`config.mk`:
```
export PLATFORM = sky130hd
export DESIGN_NAME = dbg_insn_tracker
export DESIGN_NICKNAME = d
export VERILOG_FILES = /design/src/rtl/dit_pkg.sv /design/src/rtl/dit_opdecode.sv /design/src/rtl/dit_assemble.sv /design/src/rtl/dbg_insn_tracker.sv
export SDC_FILE = /design/constraint.sdc
export NUM_CORES = 1
export LEC_CHECK = 0
export BUFFER_PORTS_ARGS = -buffer_cell sky130_fd_sc_hd__buf_2
export CORE_MARGIN = 2
export CORE_UTILIZATION = 30
export CTS_BUF_LIST = sky130_fd_sc_hd__clkbuf_16
export DETAILED_ROUTE_END_ITERATION = 6
export PLACE_DENSITY_LB_ADDON = 0.3
export SETUP_SLACK_MARGIN = 0.3
export SYNTH_ARGS = -nofsm -noshare
export SYNTH_HDL_FRONTEND = slang
export SYNTH_SLANG_ARGS = --single-unit
```
`constraint.sdc`:
```
create_clock -name clk -period 4.7 [get_ports clk]
set_input_delay 0.94 -clock clk [delete_from_list [all_inputs] [get_ports clk]]
set_output_delay 0.94 -clock clk [all_outputs]
set_load 0.005 [all_outputs]
```
`src/rtl/dit_pkg.sv`:
```
package dit_pkg;
  typedef enum logic [2:0] {
    OPC_LDS  = 3'd0,
    OPC_LD   = 3'd1,
    OPC_STS  = 3'd2,
    OPC_ST   = 3'd3,
    OPC_LDCS = 3'd4,
    OPC_REP  = 3'd5,
    OPC_STCS = 3'd6,
    OPC_KEY  = 3'd7
  } opc_e;

  // PH_LEAD: single address item ahead of the body; PH_BODY: data items
  typedef enum logic [1:0] {
    PH_OPC  = 2'd0,
    PH_LEAD = 2'd1,
    PH_BODY = 2'd2
  } phase_e;
endpackage

```
`src/rtl/dit_opdecode.sv`:
```
module dit_opdecode
  import dit_pkg::*;
#(
  parameter int REP_W     = 32,
  parameter int SIZE_W    = 3,
  parameter int KEY_ITEMS = 2
) (
  input  logic [2:0]        opc_i,
  input  logic [3:0]        arg_i,
  input  logic [REP_W-1:0]  rep_i,
  output logic              lead_en_o,
  output logic [SIZE_W-1:0] lead_size_o,
  output logic [SIZE_W-1:0] body_size_o,
  output logic              body_write_o,
  output logic [REP_W-1:0]  body_extra_o,
  output logic              body_rep_o
);
  logic [SIZE_W-1:0] size_lo;
  logic [SIZE_W-1:0] size_hi;

  assign size_lo = SIZE_W'(arg_i[1:0]) + SIZE_W'(1);
  assign size_hi = SIZE_W'(arg_i[3:2]) + SIZE_W'(1);
  assign lead_size_o = size_hi;

  always_comb begin
    lead_en_o    = 1'b0;
    body_size_o  = size_lo;
    body_write_o = 1'b1;
    body_extra_o = '0;
    body_rep_o   = 1'b0;
    case (opc_e'(opc_i))
      OPC_LDS: begin
        lead_en_o    = 1'b1;
        body_write_o = 1'b0;
      end
      OPC_STS: lead_en_o = 1'b1;
      OPC_LD: begin
        body_write_o = 1'b0;
        body_extra_o = rep_i;
      end
      OPC_ST: body_extra_o = rep_i;
      OPC_LDCS: begin
        body_size_o  = SIZE_W'(1);
        body_write_o = 1'b0;
      end
      OPC_STCS: body_size_o = SIZE_W'(1);
      OPC_REP: body_rep_o = 1'b1;
      OPC_KEY: begin
        body_size_o  = SIZE_W'(4);
        body_extra_o = REP_W'(KEY_ITEMS - 1);
      end
      default: ;
    endcase
  end
endmodule

```
`src/rtl/dit_assemble.sv`:
```
module dit_assemble #(
  parameter int DATA_W = 32,
  parameter int IDX_W  = 2
) (
  input  logic              clk,
  input  logic              rst,
  input  logic              flush_i,
  input  logic              take_i,
  input  logic              close_i,
  input  logic [IDX_W-1:0]  idx_i,
  input  logic [7:0]        byte_i,
  output logic [DATA_W-1:0] word_o
);
  localparam int MAX_BYTES = DATA_W / 8;

  logic [DATA_W-1:0] acc;

  assign word_o = acc | (DATA_W'(byte_i) << {idx_i, 3'b000});

  always_ff @(posedge clk) begin
    if (rst || flush_i) acc <= '0;
    else if (take_i)    acc <= close_i ? '0 : word_o;
  end

  // byte index never runs past the item width
  p_idx_range_r7: assert property (@(posedge clk) disable iff (rst)
    take_i |-> (int'(idx_i) < MAX_BYTES));
endmodule

```
`src/rtl/dbg_insn_tracker.sv`:
```
module dbg_insn_tracker
  import dit_pkg::*;
#(
  parameter int DATA_W    = 32,
  parameter int REP_W     = 32,
  parameter int KEY_BYTES = 8,
  localparam int MAX_BYTES = DATA_W / 8,
  localparam int SIZE_W    = $clog2(MAX_BYTES + 1)
) (
  input  logic              clk,
  input  logic              rst,
  input  logic              byte_valid,
  input  logic [7:0]        byte_data,
  input  logic              brk_strobe,
  output logic              op_valid,
  output logic [2:0]        op_code,
  output logic [3:0]        op_arg,
  output logic              item_valid,
  output logic [DATA_W-1:0] item_value,
  output logic [SIZE_W-1:0] item_bytes,
  output logic              item_write,
  output logic              insn_done
);
  localparam int IDX_W     = (MAX_BYTES > 1) ? $clog2(MAX_BYTES) : 1;
  localparam int KEY_ITEMS = KEY_BYTES / MAX_BYTES;

  phase_e            phase;
  logic [IDX_W-1:0]  byte_idx;
  logic [SIZE_W-1:0] cur_size, body_size_q;
  logic              cur_write, body_write_q, body_rep_q;
  logic [REP_W-1:0]  items_left, rep_cnt;

  logic              d_lead_en, d_body_write, d_body_rep;
  logic [SIZE_W-1:0] d_lead_size, d_body_size;
  logic [REP_W-1:0]  d_body_extra;
  logic [DATA_W-1:0] asm_word;

  logic take_opc, take_dat, item_last;

  assign take_opc  = byte_valid && !brk_strobe && (phase == PH_OPC);
  assign take_dat  = byte_valid && !brk_strobe && (phase != PH_OPC);
  assign item_last = take_dat && ((SIZE_W'(byte_idx) + SIZE_W'(1)) == cur_size);

  dit_opdecode #(
    .REP_W(REP_W), .SIZE_W(SIZE_W), .KEY_ITEMS(KEY_ITEMS)
  ) u_dec (
    .opc_i        (byte_data[7:5]),
    .arg_i        (byte_data[3:0]),
    .rep_i        (rep_cnt),
    .lead_en_o    (d_lead_en),
    .lead_size_o  (d_lead_size),
    .body_size_o  (d_body_size),
    .body_write_o (d_body_write),
    .body_extra_o (d_body_extra),
    .body_rep_o   (d_body_rep)
  );

  dit_assemble #(.DATA_W(DATA_W), .IDX_W(IDX_W)) u_asm (
    .clk     (clk),
    .rst     (rst),
    .flush_i (brk_strobe || take_opc),
    .take_i  (take_dat),
    .close_i (item_last),
    .idx_i   (byte_idx),
    .byte_i  (byte_data),
    .word_o  (asm_word)
  );

  always_ff @(posedge clk) begin
    if (rst) begin
      phase        <= PH_OPC;
      byte_idx     <= '0;
      cur_size     <= '0;
      cur_write    <= 1'b0;
      body_size_q  <= '0;
      body_write_q <= 1'b0;
      body_rep_q   <= 1'b0;
      items_left   <= '0;
      rep_cnt      <= '0;
      op_valid     <= 1'b0;
      op_code      <= '0;
      op_arg       <= '0;
      item_valid   <= 1'b0;
      item_value   <= '0;
      item_bytes   <= '0;
      item_write   <= 1'b0;
      insn_done    <= 1'b0;
    end else begin
      op_valid   <= 1'b0;
      item_valid <= 1'b0;
      insn_done  <= 1'b0;
      if (brk_strobe) begin
        phase    <= PH_OPC;
        rep_cnt  <= '0;
        byte_idx <= '0;
      end else if (take_opc) begin
        op_valid     <= 1'b1;
        op_code      <= byte_data[7:5];
        op_arg       <= byte_data[3:0];
        rep_cnt      <= '0;
        byte_idx     <= '0;
        phase        <= d_lead_en ? PH_LEAD : PH_BODY;
        cur_size     <= d_lead_en ? d_lead_size : d_body_size;
        cur_write    <= d_lead_en ? 1'b1 : d_body_write;
        body_size_q  <= d_body_size;
        body_write_q <= d_body_write;
        body_rep_q   <= d_body_rep;
        items_left   <= d_body_extra;
      end else if (take_dat) begin
        if (!item_last) begin
          byte_idx <= byte_idx + IDX_W'(1);
        end else begin
          byte_idx   <= '0;
          item_valid <= 1'b1;
          item_value <= asm_word;
          item_bytes <= cur_size;
          item_write <= cur_write;
          if (phase == PH_LEAD) begin
            phase     <= PH_BODY;
            cur_size  <= body_size_q;
            cur_write <= body_write_q;
          end else if (items_left == '0) begin
            phase     <= PH_OPC;
            insn_done <= 1'b1;
            if (body_rep_q) rep_cnt <= REP_W'(asm_word);
          end else begin
            items_left <= items_left - REP_W'(1);
          end
        end
      end
    end
  end

  // Tracks whether a read item has already appeared in this instruction
  logic read_seen;
  always_ff @(posedge clk) begin
    if (rst || op_valid)             read_seen <= 1'b0;
    else if (item_valid && !item_write) read_seen <= 1'b1;
  end

  p_write_first_r10: assert property (@(posedge clk) disable iff (rst)
    (item_valid && item_write) |-> !read_seen);

  p_done_with_item_r8: assert property (@(posedge clk) disable iff (rst)
    insn_done |-> item_valid);

  p_opc_item_apart_r1: assert property (@(posedge clk) disable iff (rst)
    !(op_valid && item_valid));

  p_break_quiet_r9: assert property (@(posedge clk) disable iff (rst)
    brk_strobe |=> !(op_valid || item_valid || insn_done));

  p_break_clears_rep_r9: assert property (@(posedge clk) disable iff (rst)
    brk_strobe |=> (rep_cnt == '0));

  p_idle_quiet_r11: assert property (@(posedge clk) disable iff (rst)
    !byte_valid |=> !(op_valid || item_valid || insn_done));

  p_size_range_r7: assert property (@(posedge clk) disable iff (rst)
    item_valid |-> (item_bytes != '0 && int'(item_bytes) <= MAX_BYTES));
endmodule

```
==> results.txt <==
status - complete, no violations
Vias - 5,982
most frequent cells after synthesis - dfxtp_1 (155), a21oi_1 (119), nor2_1 (91), clkbuf_1 (66), a211oi_1 (55)
measured slew at the worst slew-check pin - 857 ps
element type at the critical path end - flop
Worst Path Max Fanout - 77
number of placement rows - 54
clk slew on worst S/H paths - 60 ps
CTS tree - done
Post-DP HPWL - 12,500 um
Async SR Flop Fraction - 0%
I/O Buffers - 57
Post-Synthesis Cells - 804
most frequent cell after synthesis - dfxtp_1
Worst setup SP type - flop
die area - 0.0238 mm2
Area Growth Syn to Fin - 15.6%
Avg Synthesized Cell Area - 8.42 um2
syn_nets - 820
worst vdd ir - 0.000253 V
fraction of layout cells with a size suffix above 1 - 13.7%
sequential share of the synthesized area - 45.8%
die height - 154 um
Yosys cell types - 55
Final Util - 35.6%
total CTS buffers - 17
Leak - 2.70 nW
DRT iter0 DRCs - 696
Achievable Freq - 277 MHz
clk_skew - 8.88 ps
Skew-Pair Late Insertion Delay - 420 ps
post-synthesis register bit count - 155
WP data arrival - 3960 ps
HP Class - reg -> reg
first-pass GRT wire length - 30,600 um
vias in the first global route - 5,453
setup_tns - 0 ps
P per Cell Area - 411 mW/mm2
post-synth top area share - 45.8%
Cell Count, Final, Fillers Out - 1,105
Tot GR Track Use - 16.0%
Synth area leader - dfxtp_1
DR DRC count - 0
largest net degree at the start of global routing - 78
minimum clock period - 3620 ps
die width - 154 um
Ys Warns - 0
post-DR wirelength/cell - 17.0 um
Final #Nets - 829
WS Path Type - reg -> reg
final hold violations - 0
count of flip-flops with a built-in enable after synthesis - 0
crit share post-route - 76.9%
CTS sink cnt - 155
Max clock buf depth - 2
Top Ports - 58
unrepaired setup endpoints after global routing - no
grt total ovfl - 0
worst endpoint required time - 5050 ps
cts hold-fix bufs - 0
Starting Density - 30.8%
GP Congestion - 0.781
Post-CTS Setup Inserts - 0
Core Region - 0.0220 mm2
cell count after placement - 1,074
initial antenna violation count - 0
max-cap viol count - 0
final max-slew violation count - 0
root buffer cell - clkbuf_16
Top FF cell, synth - dfxtp_1
mapped cell area - 0.00677 mm2
Final ANT Viol Nets - 0
routed vias/inst - 5.41
post-CTS sizing - 0
# diodes - 0
slew margin rel. - 42.4%
# H-tree levels - 4
final setup fails - 0
final WL - 18,800 um
total iterations of the first detailed-routing run - 5
top cells by area, synth - dfxtp_1 (46%), a21oi_1 (8.8%), a211oi_1 (6.1%)
state kept, by name, indices dropped and copies added (netlist names):
name and cells:
cur_size 3, item_bytes 3, body_write_q 1, rep_cnt 32, body_size_q 3, item_value 32, byte_idx 2, op_valid 1
insn_done 1, item_valid 1, cur_write 1, item_write 1, op_code 3, phase 2, u_asm.acc 32, op_arg 4
items_left 32, body_rep_q 1
stage by stage:
stage	hold WS (ps)	area [um2]	total power, mW	setup WS, ps
after detailed placement	446	7200	1.76	1130
after CTS	454	7830	3.24	1110
after global routing	476	7830	3.34	895
after global placement	441	7200	1.76	1220
after floorplan	432	6770	1.68	1770
final	450	7830	3.22	1080
layer usage:
layer	global-route usage, %	up-vias	wire (um)
li1	-	3000	-
met3	3.33	18	1050
met1	24.0	2767	9390
met5	0	-	0
met4	5.70	0	295
met2	22.5	197	8100
layout by cell type (no fill, tap or decap), types with 25 or more instances in the layout:
| cell type | n |
|---|---|
| nand2_1 | 40 |
| buf_2 | 57 |
| a21oi_1 | 119 |
| a211oi_1 | 54 |
| nor2_1 | 89 |
| or3_1 | 38 |
| dfxtp_1 | 155 |
| a32o_1 | 25 |
| o21ai_0 | 40 |
kinds of logic (layout without fill, tap and decap cells):
family	count (synthesis)	after routing	synth area share, %
flip-flops	155	155	45.8
buffers and inverters	93	114	5.78
XOR/XNOR	8	8	1.03
multiplexers	7	7	1.07
AND/OR/NAND/NOR	257	257	19.0
adder cells (fa/ha/maj)	4	4	0.739
AO/OA/AOI/OAI	280	280	26.6
where the power goes:
part	switching, mW	leakage, nW	internal (mW)
Sequential	0.0257	1.25	1.34
Combinational	0.246	1.14	0.123
Clock	0.553	0.309	0.933
Total	0.824	2.70	2.40
worst paths after layout:
path,end,cells after the start,start,slack (ps)
hold reg to reg,item_bytes[2]$_SDFFE_PP0P_,2,item_bytes[2]$_SDFFE_PP0P_,450
setup reg to reg,rep_cnt[13]$_SDFFE_PP0P_,9,items_left[0]$_SDFFE_PP0P_,1080
hold / removal,item_bytes[2]$_SDFFE_PP0P_,2,item_bytes[2]$_SDFFE_PP0P_,450
setup / recovery,rep_cnt[13]$_SDFFE_PP0P_,9,items_left[0]$_SDFFE_PP0P_,1080
critical path: stages (launching register included):
cell and delay (ps):
dfxtp_1 340, inv_1 90, ha_1 200, or3b_1 430, or4_1 520, buf_4 200, or4_2 750, buf_4 380
or3_1 440, a21oi_1 170
layout make-up:
type | instances | area (um2)
repair buffers | 74 | 413
multi-input cells | 556 | 3300
flip-flops and latches | 155 | 3100
well taps | 280 | 350
inverters | 9 | 33.8
clock inverters | 14 | 204
clock buffers | 17 | 425
fillers | 2226 | 14100
(Power assumes the default switching activity.)
